===== src/rtl/irqmon_pkg.sv =====
`timescale 1ns/1ps
package irqmon_pkg;

    typedef enum logic [0:0] {
        AL_QUIET = 1'b0,
        AL_STORM = 1'b1
    } alarm_state_e;

    // register address map
    localparam int REG_CTRL       = 0;   // write: bit0 clears alarm; read: status
    localparam int REG_THRESH     = 1;
    localparam int REG_WINDOW     = 2;
    localparam int SNAP_BASE      = 16;  // snapshot of source i at SNAP_BASE+i
    localparam int CLR_BIT        = 0;
    localparam int STATUS_SRC_LSB = 8;

endpackage


===== src/rtl/irqmon_window.sv =====
`timescale 1ns/1ps
module irqmon_window #(
    parameter int WIN_W = 16
) (
    input  logic             clk,
    input  logic             rst_n,
    input  logic             tick,
    input  logic [WIN_W-1:0] win_len,
    output logic             roll
);

    logic [WIN_W-1:0] tcnt_q;

    // close the window on a tick that finds the count at or above the length
    assign roll = tick && (tcnt_q >= win_len);

    always_ff @(posedge clk or negedge rst_n) begin
        if (!rst_n) begin
            tcnt_q <= '0;
        end else if (tick) begin
            if (roll) tcnt_q <= '0;
            else      tcnt_q <= tcnt_q + 1'b1;
        end
    end

endmodule


===== src/rtl/irqmon_counters.sv =====
`timescale 1ns/1ps
module irqmon_counters #(
    parameter int NUM_SRC = 8,
    parameter int CNT_W   = 20,
    parameter int SRC_W   = 3
) (
    input  logic                     clk,
    input  logic                     rst_n,
    input  logic                     evt_valid,
    input  logic [SRC_W-1:0]         evt_src,
    input  logic                     roll,
    output logic [NUM_SRC*CNT_W-1:0] live_flat,
    output logic [NUM_SRC*CNT_W-1:0] snap_flat
);

    localparam logic [CNT_W-1:0] CNT_MAX = {CNT_W{1'b1}};

    for (genvar i = 0; i < NUM_SRC; i++) begin : g_src
        logic             match;
        logic [CNT_W-1:0] live_q;
        logic [CNT_W-1:0] snap_q;

        assign match = evt_valid && (evt_src == SRC_W'(i));

        always_ff @(posedge clk or negedge rst_n) begin
            if (!rst_n) begin
                live_q <= '0;
                snap_q <= '0;
            end else if (roll) begin
                snap_q <= live_q;
                live_q <= match ? CNT_W'(1) : '0;
            end else if (match && (live_q != CNT_MAX)) begin
                live_q <= live_q + 1'b1;
            end
        end

        assign live_flat[i*CNT_W +: CNT_W] = live_q;
        assign snap_flat[i*CNT_W +: CNT_W] = snap_q;
    end

endmodule


===== src/rtl/irqmon_alarm.sv =====
`timescale 1ns/1ps
module irqmon_alarm
    import irqmon_pkg::*;
#(
    parameter int CNT_W = 20,
    parameter int SRC_W = 3
) (
    input  logic             clk,
    input  logic             rst_n,
    input  logic             evt_valid,
    input  logic [SRC_W-1:0] evt_src,
    input  logic             roll,
    input  logic [CNT_W-1:0] live_sel,
    input  logic [CNT_W-1:0] threshold,
    input  logic             clr,
    output logic             hit,
    output logic             alarm,
    output logic [SRC_W-1:0] alarm_src
);

    alarm_state_e     state_q, state_d;
    logic [SRC_W-1:0] src_q, src_d;

    // pre-increment compare; an event on a closing tick belongs to a fresh window
    assign hit = evt_valid && !roll && (live_sel > threshold);

    always_comb begin
        state_d = state_q;
        src_d   = src_q;
        unique case (state_q)
            AL_QUIET: begin
                if (hit) begin
                    state_d = AL_STORM;
                    src_d   = evt_src;
                end
            end
            AL_STORM: begin
                if (clr) begin
                    if (hit) begin
                        state_d = AL_STORM;
                        src_d   = evt_src;
                    end else begin
                        state_d = AL_QUIET;
                        src_d   = '0;
                    end
                end
            end
            default: begin
                state_d = AL_QUIET;
                src_d   = '0;
            end
        endcase
    end

    always_ff @(posedge clk or negedge rst_n) begin
        if (!rst_n) begin
            state_q <= AL_QUIET;
            src_q   <= '0;
        end else begin
            state_q <= state_d;
            src_q   <= src_d;
        end
    end

    always_comb begin
        alarm     = (state_q == AL_STORM);
        alarm_src = src_q;
    end

endmodule


===== src/rtl/irq_rate_mon.sv =====
`timescale 1ns/1ps
module irq_rate_mon
    import irqmon_pkg::*;
#(
    parameter int NUM_SRC    = 8,
    parameter int CNT_W      = 20,
    parameter int WIN_W      = 16,
    parameter int DATA_W     = 32,
    parameter int DEF_THRESH = 100000,
    parameter int DEF_WINDOW = 1000,
    localparam int SRC_W     = (NUM_SRC > 1) ? $clog2(NUM_SRC) : 1,
    localparam int ADDR_W    = $clog2(SNAP_BASE + NUM_SRC)
) (
    input  logic              clk,
    input  logic              rst_n,
    input  logic              tick,
    input  logic              evt_valid,
    input  logic [SRC_W-1:0]  evt_src,
    input  logic              wr_en,
    input  logic [ADDR_W-1:0] wr_addr,
    input  logic [DATA_W-1:0] wr_data,
    input  logic [ADDR_W-1:0] rd_addr,
    output logic [DATA_W-1:0] rd_data,
    output logic              storm_alarm,
    output logic [SRC_W-1:0]  storm_src
);

    logic [CNT_W-1:0]         thresh_q;
    logic [WIN_W-1:0]         win_q;
    logic                     roll;
    logic                     alarm_clr;
    logic                     storm_hit;
    logic [CNT_W-1:0]         live_sel;
    logic [NUM_SRC*CNT_W-1:0] live_flat;
    logic [NUM_SRC*CNT_W-1:0] snap_flat;

    // configuration registers
    always_ff @(posedge clk or negedge rst_n) begin
        if (!rst_n) begin
            thresh_q <= CNT_W'(DEF_THRESH);
            win_q    <= WIN_W'(DEF_WINDOW);
        end else if (wr_en) begin
            if (wr_addr == ADDR_W'(REG_THRESH)) thresh_q <= wr_data[CNT_W-1:0];
            if (wr_addr == ADDR_W'(REG_WINDOW)) win_q    <= wr_data[WIN_W-1:0];
        end
    end

    assign alarm_clr = wr_en && (wr_addr == ADDR_W'(REG_CTRL)) && wr_data[CLR_BIT];

    irqmon_window #(
        .WIN_W (WIN_W)
    ) u_window (
        .clk     (clk),
        .rst_n   (rst_n),
        .tick    (tick),
        .win_len (win_q),
        .roll    (roll)
    );

    irqmon_counters #(
        .NUM_SRC (NUM_SRC),
        .CNT_W   (CNT_W),
        .SRC_W   (SRC_W)
    ) u_counters (
        .clk       (clk),
        .rst_n     (rst_n),
        .evt_valid (evt_valid),
        .evt_src   (evt_src),
        .roll      (roll),
        .live_flat (live_flat),
        .snap_flat (snap_flat)
    );

    // live count of the source named by the current event
    always_comb begin
        live_sel = '0;
        for (int i = 0; i < NUM_SRC; i++) begin
            if (evt_src == SRC_W'(i)) live_sel = live_flat[i*CNT_W +: CNT_W];
        end
    end

    irqmon_alarm #(
        .CNT_W (CNT_W),
        .SRC_W (SRC_W)
    ) u_alarm (
        .clk       (clk),
        .rst_n     (rst_n),
        .evt_valid (evt_valid),
        .evt_src   (evt_src),
        .roll      (roll),
        .live_sel  (live_sel),
        .threshold (thresh_q),
        .clr       (alarm_clr),
        .hit       (storm_hit),
        .alarm     (storm_alarm),
        .alarm_src (storm_src)
    );

    // combinational read port
    always_comb begin
        rd_data = '0;
        if (rd_addr == ADDR_W'(REG_CTRL)) begin
            rd_data[CLR_BIT]                    = storm_alarm;
            rd_data[STATUS_SRC_LSB +: SRC_W]    = storm_src;
        end else if (rd_addr == ADDR_W'(REG_THRESH)) begin
            rd_data = DATA_W'(thresh_q);
        end else if (rd_addr == ADDR_W'(REG_WINDOW)) begin
            rd_data = DATA_W'(win_q);
        end else begin
            for (int i = 0; i < NUM_SRC; i++) begin
                if (rd_addr == ADDR_W'(SNAP_BASE + i))
                    rd_data = DATA_W'(snap_flat[i*CNT_W +: CNT_W]);
            end
        end
    end

endmodule


===== config.mk =====
export PLATFORM = sky130hd
export DESIGN_NAME = irq_rate_mon
export DESIGN_NICKNAME = d
export VERILOG_FILES = /design/src/rtl/irqmon_pkg.sv /design/src/rtl/irqmon_window.sv /design/src/rtl/irqmon_counters.sv /design/src/rtl/irqmon_alarm.sv /design/src/rtl/irq_rate_mon.sv
export SDC_FILE = /design/constraint.sdc
export NUM_CORES = 1
export LEC_CHECK = 0
export ABC_AREA = 1
export BUFFER_PORTS_ARGS = -buffer_cell sky130_fd_sc_hd__buf_2
export CAP_MARGIN = 40
export CORE_ASPECT_RATIO = 0.6
export CORE_UTILIZATION = 35
export DETAILED_ROUTE_END_ITERATION = 8
export PLACE_DENSITY = 0.58
export RECOVER_POWER = 25
export SYNTH_ARGS = -nofsm -noshare
export SYNTH_HDL_FRONTEND = slang
export SYNTH_SLANG_ARGS = --single-unit

===== constraint.sdc =====
create_clock -name clk -period 2.4 [get_ports clk]
set_input_delay 0.36 -clock clk [delete_from_list [all_inputs] [get_ports clk]]
set_output_delay 0.36 -clock clk [all_outputs]
set_load 0.05 [all_outputs]

==> flow_summary_export.csv, run 1 <==
group,metric,value,unit
global_route,globalRouteOverflowTotal,0,
sta,finalMaxSlewViolations,64,
yosys,syn_area_per_cell,7.66,µm²
setup_path,critPathArrivalTime,3190,ps
setup_path,r2r_slack,-270,ps
die,io_pins,86,
global_route,antenna_found_initial,4,
detailed_routing,vias,22800,
sta,worst_pin_slew,1740,ps
worst_hold_path,hp-class,"input pin to flop",
clocking,clk_pin_slew_worst_paths,60,ps
clocking,clock-sinks,376,
sta,fin_ws,-269,ps
placement,io_buffers,61,
global_route,grt_pass1_vias,20100,
yosys,ys_async_sr_fraction,100,%
power,leakagePower,13.9,nW
yosys,yosysTopAreaCell,"dfrtp_1",
power,irDropWorstVdd,710,µV
sta,rsz0062_at_grt,"true",
detailed_routing,post_drt_wl_per_cell,24.0,µm
clocking,cts-root-buf,"clkbuf_16",
sta,hold_viol_final,0,
sta,relSlewSlack,-16.2,%
yosys,ys_seq_area_share,42.7,%
detailed_routing,drt_iter0_markers,3245,
yosys,netlist_instances,2882,
placement,dp.cells,4030,
die,core,61600,µm²
yosys,synth_seq_cells,376,
placement,place.gp.congestion,1.09,
sta,fin_hold_ws,27.0,ps
clocking,cts_max_path_buffers,3,
sta,fin_skew,27.0,ps
setup_path,critPathKind,"flop to flop",
detailed_routing,totalWireLength,100000,µm
yosys,synth.distinct_cells,50,
yosys,yosys_warnings,0,
die,rows,70,
layout,drive_gt1_share,30.5,%
die,die_y,197,µm
layout,fin_area,30800,µm²
setup_path,worst_setup_path_start_kind,"flop",
clocking,cts_tree,"done",
run,drv_cap,2,
die,die-width,326,µm
layout,area_growth,39.4,%
layout,n_antenna_cell,0,
setup_path,cp-end-kind,"flop",
detailed_routing,drt-vias-per-instance,5.45,
sta,fmax,0.375,GHz
status,violations,"capacitance limit, slew limit, setup timing",
clocking,htree_levels,2,
global_route,grtUsageTotal,29.8,%
detailed_routing,ant_nets,0,
yosys,syn_area,22100,µm²
clocking,cts_buffers,39,
yosys,synthTopCellsByArea,"dfrtp_1 (41%), nand2_1 (11%), o21ai_0 (6.3%), inv_1 (5.4%), nand3_1 (5.4%)",
sta,period_share,111,%
yosys,synthFlopType,"dfrtp_1",
setup_path,critical_path.max_fanout,4,
power,power_density,1030,nW/µm²
global_route,grt_max_degree,91,
placement,placed_area,25900,µm²
layout,final_net_count,3419,
global_route,grt_pass1_wl,139000,µm
status,outcome,"complete, but fails checks",
sta,setup_viol,25,
setup_path,cp.required,2920,ps
sta,period_needed,2670,ps
die,die-area,64100,µm²
detailed_routing,drt_pass1_iterations,6,
placement,dpl.hpwl,75400,µm
detailed_routing,drc,0,
clocking,clk_latency,580,ps
layout,fin_cells,4181,
yosys,synth_edf_count,0,
yosys,synth_top_area_share,41.3,%
die,initial_core_util,35.8,%
## area by class of cell
type                            count  area (µm²)
Fill cell                        5867       30800
Clock buffer                       62        1220
Timing Repair Buffer              515        5330
Tap cell                          828        1040
Sequential cell                   376        9430
Inverter                          335        1300
Clock inverter                      8        90.1
Timing Repair inverter              1        6.26
Multi-Input combinational cell   2056       12400
## cells in the mapped netlist, types with 5 or more instances
cell type	count
a21oi_1	71
buf_2	28
buf_4	23
buf_6	31
clkbuf_1	42
dfrtp_1	364
dfstp_2	12
ha_1	45
inv_1	319
inv_2	14
nand2_1	647
nand2_2	9
nand2_4	5
nand3_1	239
nand3_2	15
nand3b_1	7
nand4_1	84
nor2_1	217
nor3_1	89
nor3b_1	13
nor4_1	14
o2111ai_1	5
o211ai_1	5
o21ai_0	280
o21ai_1	103
o21ai_2	14
o221ai_1	13
xor2_1	135
## kinds of logic after synthesis
group / Yosys count / synth area share [%]
AOI/OAI and AO/OA: 502 / 12.1
xor gates and xnor gates: 139 / 5.52
adders and majority gates: 45 / 2.55
buffers and inverters: 464 / 9.74
DFF: 376 / 42.7
other: 1 / 0.0170
and+or+nand+nor: 1355 / 27.4
## critical path, cell delays in order, from the launching register on
cell and delay [ps]:
dfrtp_1 400, inv_2 140, nor2_2 60, a21oi_1 110, o21ai_1 80, a21oi_1 140, o21ai_1 90, a21oi_1 140
nand3_1 160, ha_4 320, nand2_4 50, nor2_4 90, nand2_2 80, buf_4 140, a21oi_2 120, nor2_2 70
nor2_4 160, buf_6 120, nand4_1 90, nand2_1 70
## flip-flops by register name, summed over array words and instances, names as in the netlist
name,flops
u_window.tcnt_q,16
u_alarm.alarm_src,3
thresh_q,20
u_counters.g_src.snap_q,160
win_q,16
u_alarm.alarm,1
u_counters.g_src.live_q,160
## worst paths after layout
| path | from | end | depth (start not counted) |
|---|---|---|---|
| max reg2reg | u_counters.g_src[0].live_q[19] | u_alarm.alarm_src[0] | 19 |
| min reg2reg | win_q[6] | win_q[6] | 2 |
| max in group asynchronous | rst_n | u_counters.g_src[6].live_q[12] | 4 |
| min in group asynchronous | rst_n | u_counters.g_src[0].live_q[14] | 2 |
| min | wr_data[16] | thresh_q[16] | 3 |
| max | u_counters.g_src[0].live_q[19] | u_alarm.alarm_src[0] | 19 |
## where the power goes
part	switching [mW]	leakage, nW	internal (mW)
combinational	8.27	8.20	5.68
clock	2.75	0.654	3.71
sequential	2.71	5.02	8.51
## cells in the final DEF, fill, tap and decap left out, types with 38 or more instances in the layout
master / n
nand4_1: 84
nor2_1: 181
buf_6: 47
buf_12: 47
a21oi_1: 53
o21ai_1: 166
o21ai_0: 154
xor2_1: 135
nand3_1: 132
buf_4: 329
inv_1: 293
dfrtp_1: 358
o21ai_2: 77
nand3_2: 104
clkbuf_16: 66
nor3_1: 86
nand2_1: 552
ha_1: 38
nand2_2: 68
## routing by layer
layer | GRT usage (%) | up-vias | wire length (µm)
met4 | 3.72 | 6 | 1100
met1 | 50.1 | 11100 | 49200
met5 | 0 | - | 85
met2 | 31.7 | 1253 | 32600
li1 | - | 10400 | -
met3 | 14.6 | 77 | 17200
## what timing repair did
item / 4_1_cts / 5_1_grt
hold endpoints to repair: 94 / 0
resized for setup: 209 / 481
gates cloned: 16 / 31
pin swaps: 50 / 83
buffers inserted: 22 / 18
hold buffers: 1 / 0
endpoints found under the setup margin: 122 / 287
## metrics by stage
stage	utilization (%)	setup TNS [ps]	total power [mW]	worst slack, ps
after floorplan	-	-1.86	15.5	-1.86
after global placement	42.1	-8800	21.5	-646
after detailed placement	42.1	-8720	21.5	-679
after CTS	46.4	-1290	28.9	-231
after global routing	50.0	-6660	33.0	-422
final	50.0	-1610	31.6	-269
No activity file was read; power rests on OpenSTA's default activity.
==> run 2: changes to the inputs <==
--- a/config.mk
+++ b/config.mk
@@ -11,7 +11,7 @@
 export CORE_ASPECT_RATIO = 0.6
 export CORE_UTILIZATION = 35
 export DETAILED_ROUTE_END_ITERATION = 8
-export PLACE_DENSITY = 0.58
+export PLACE_DENSITY = 0.56
 export RECOVER_POWER = 25
 export SYNTH_ARGS = -nofsm -noshare
 export SYNTH_HDL_FRONTEND = slang
==> constraint.sdc (replaced) <==
create_clock -name clk -period 2.7 [get_ports clk]
set_input_delay 0.405 -clock clk [delete_from_list [all_inputs] [get_ports clk]]
set_output_delay 0.405 -clock clk [all_outputs]
set_load 0.05 [all_outputs]
==> flow_summary_export.csv, run 2 (synthesis results as in run 1) <==
group,metric,value,unit
sta,relSlewSlack,-18.3,%
die,initial_core_util,35.8,%
placement,io_buffers,61,
power,switchingPower,10.8,mW
detailed_routing,vias,21900,
sta,hold_viol_final,0,
sta,setup_viol,0,
setup_path,r2r_slack,60,ps
detailed_routing,drc,0,
global_route,grt_pass1_vias,19800,
clocking,clock-sinks,376,
layout,n_antenna_cell,0,
setup_path,slowest_delay,230,ps
power,power.share.clock,23.8,%
layout,final_common_cell,"nand2_1",
run,drv_cap,2,
placement,dp_slack,-436,ps
setup_path,cp-end-kind,"output port",
detailed_routing,ant_nets,0,
setup_path,critPathSlowestCell,"nand4_1",
layout,final_cell_mix,"nand2_1 (623), dfrtp_1 (360), inv_1 (294), o21ai_0 (260), buf_4 (242)",
global_route,grtUsageTotal,28.8,%
worst_hold_path,whs_path_depth,3,
clocking,htree_levels,2,
detailed_routing,drt_pass1_iterations,6,
power,irDropWorstVdd,517,µV
detailed_routing,totalWireLength,92900,µm
global_route,grt_pass1_wl,135000,µm
setup_path,crit_path_frequent_cell,"nand4_1",
power,p_int,14.3,mW
power,netSwitchingFraction,43.1,%
power,seq_power_share,40.0,%
die,io_pins,86,
clocking,clk_pin_slew_worst_paths,60,ps
sta,finalMaxSlewViolations,94,
clocking,cts_max_path_buffers,3,
die,die-width,326,µm
detailed_routing,drt-vias-per-instance,5.47,
layout,area_growth,21.8,%
die,die_y,197,µm
sta,fmax,0.371,GHz
status,violations,"capacitance limit, slew limit",
global_route,grt_max_degree,72,
setup_path,crit_chain,"buf_2 > inv_1 > nand2_2 > inv_2 > buf_4 > nand3_1 > nand4_1 > nor2_2 > nand4_1 > nand2_1 > a21oi_2 > buf_6",
sta,period_needed,2690,ps
detailed_routing,drt_iter0_markers,3078,
sta,period_share,99.7,%
placement,dpl.hpwl,74700,µm
sta,fin_skew,22.2,ps
setup_path,worst_setup_path_start_kind,"input pin",
layout,fin_util,43.7,%
setup_path,critical_path.max_fanout,15,
clocking,cts_buffers,40,
layout,top_regs,"u_counters.g_src.live_q: 160 flops, u_counters.g_src.snap_q: 160 flops, thresh_q: 20 flops",
power,leakagePower,12.1,nW
setup_path,ff2ff_path_depth,18,
clocking,cts_tree,"done",
setup_path,cp.required,2300,ps
sta,worst_pin_slew,1780,ps
clocking,clk_latency,580,ps
power,power_density,935,nW/µm²
die,rows,70,
setup_path,critPathArrivalTime,2290,ps
sta,fin_ws,7.48,ps
power,pwr-share-comb,36.3,%
global_route,globalRouteOverflowTotal,0,
global_route,antenna_found_initial,3,
clocking,cts-root-buf,"clkbuf_16",
placement,place.gp.congestion,1.01,
sta,rsz0062_at_grt,"true",
die,core,61600,µm²
status,outcome,"complete, but fails checks",
setup_path,critPathKind,"input pin to output port",
detailed_routing,post_drt_wl_per_cell,23.3,µm
layout,final_net_count,3233,
worst_hold_path,hp-class,"input pin to flop",
die,die-area,64100,µm²
layout,drive_gt1_share,18.5,%
==> run 2: worst paths after layout <==
check,start,endpoint
setup / recovery,rd_addr[2],rd_data[4]
hold / removal,wr_data[6],win_q[6]
setup reg to reg,u_counters.g_src[0].live_q[14],u_alarm.alarm_src[1]
hold reg to reg,u_counters.g_src[1].snap_q[13],u_counters.g_src[1].snap_q[13]
max in group asynchronous,rst_n,u_window.tcnt_q[9]
min in group asynchronous,rst_n,u_counters.g_src[3].live_q[11]
==> run 2: area by class of cell <==
| type | count | area, µm² |
|---|---|---|
| Timing Repair Buffer | 332 | 2800 |
| Fill cell | 6251 | 34700 |
| Multi-Input combinational cell | 2053 | 10900 |
| Clock buffer | 62 | 1220 |
| Inverter | 335 | 1280 |
| Clock inverter | 10 | 158 |
| Tap cell | 828 | 1040 |
| Sequential cell | 376 | 9430 |
==> run 2: repair_timing <==
action | CTS | global route
endpoints found under the setup margin | 23 | 96
hold buffers | 1 | 0
buffers inserted | 0 | 8
pin swaps | 5 | 49
cloned | 0 | 1
resized for setup | 57 | 143
hold endpoints to repair | 44 | 0
==> run 2: stage by stage <==
| step | hold slack (ps) | cell area (µm²) | setup TNS [ps] | power, mW | instances |
|---|---|---|---|---|---|
| after floorplan | 109 | 22100 | 0 | 13.7 | 2893 |
| after global placement | 403 | 24900 | -4610 | 18.2 | 3914 |
| after detailed placement | 407 | 24900 | -4390 | 18.3 | 3914 |
| after CTS | 69.6 | 26400 | -42.1 | 24.4 | 3987 |
| after global routing | 91.6 | 26900 | -1120 | 26.4 | 3996 |
| final | 84.3 | 26900 | 0 | 25.1 | 3996 |
==> run 2: critical path: cells and delay by family <==
family / cells / cell delay, ps
AND/OR/NAND/NOR: 6 / 1100
buffers and inverters: 5 / 700
AO/OA/AOI/OAI: 1 / 70
==> run 2: power groups by stage <==
stage | registers [mW] | clock network [mW] | logic [mW]
floorplan | 8.84 | 0 | 4.91
global placement | 9.82 | 0 | 8.40
detailed placement | 9.84 | 0 | 8.50
CTS | 9.80 | 6.05 | 8.57
global route | 10.1 | 6.27 | 9.95
finish | 10.0 | 5.97 | 9.12
==> run 2: routing by layer <==
layer / wire (µm) / vias to the layer above / global-route usage, % / part of all wire (%)
met5: 43 / - / 0 / 0.046
li1: - / 9991 / - / -
met2: 30500 / 1149 / 31.6 / 33
met1: 47800 / 10600 / 49.9 / 51
met4: 910 / 8 / 3.50 / 0.98
met3: 13700 / 71 / 10.6 / 15
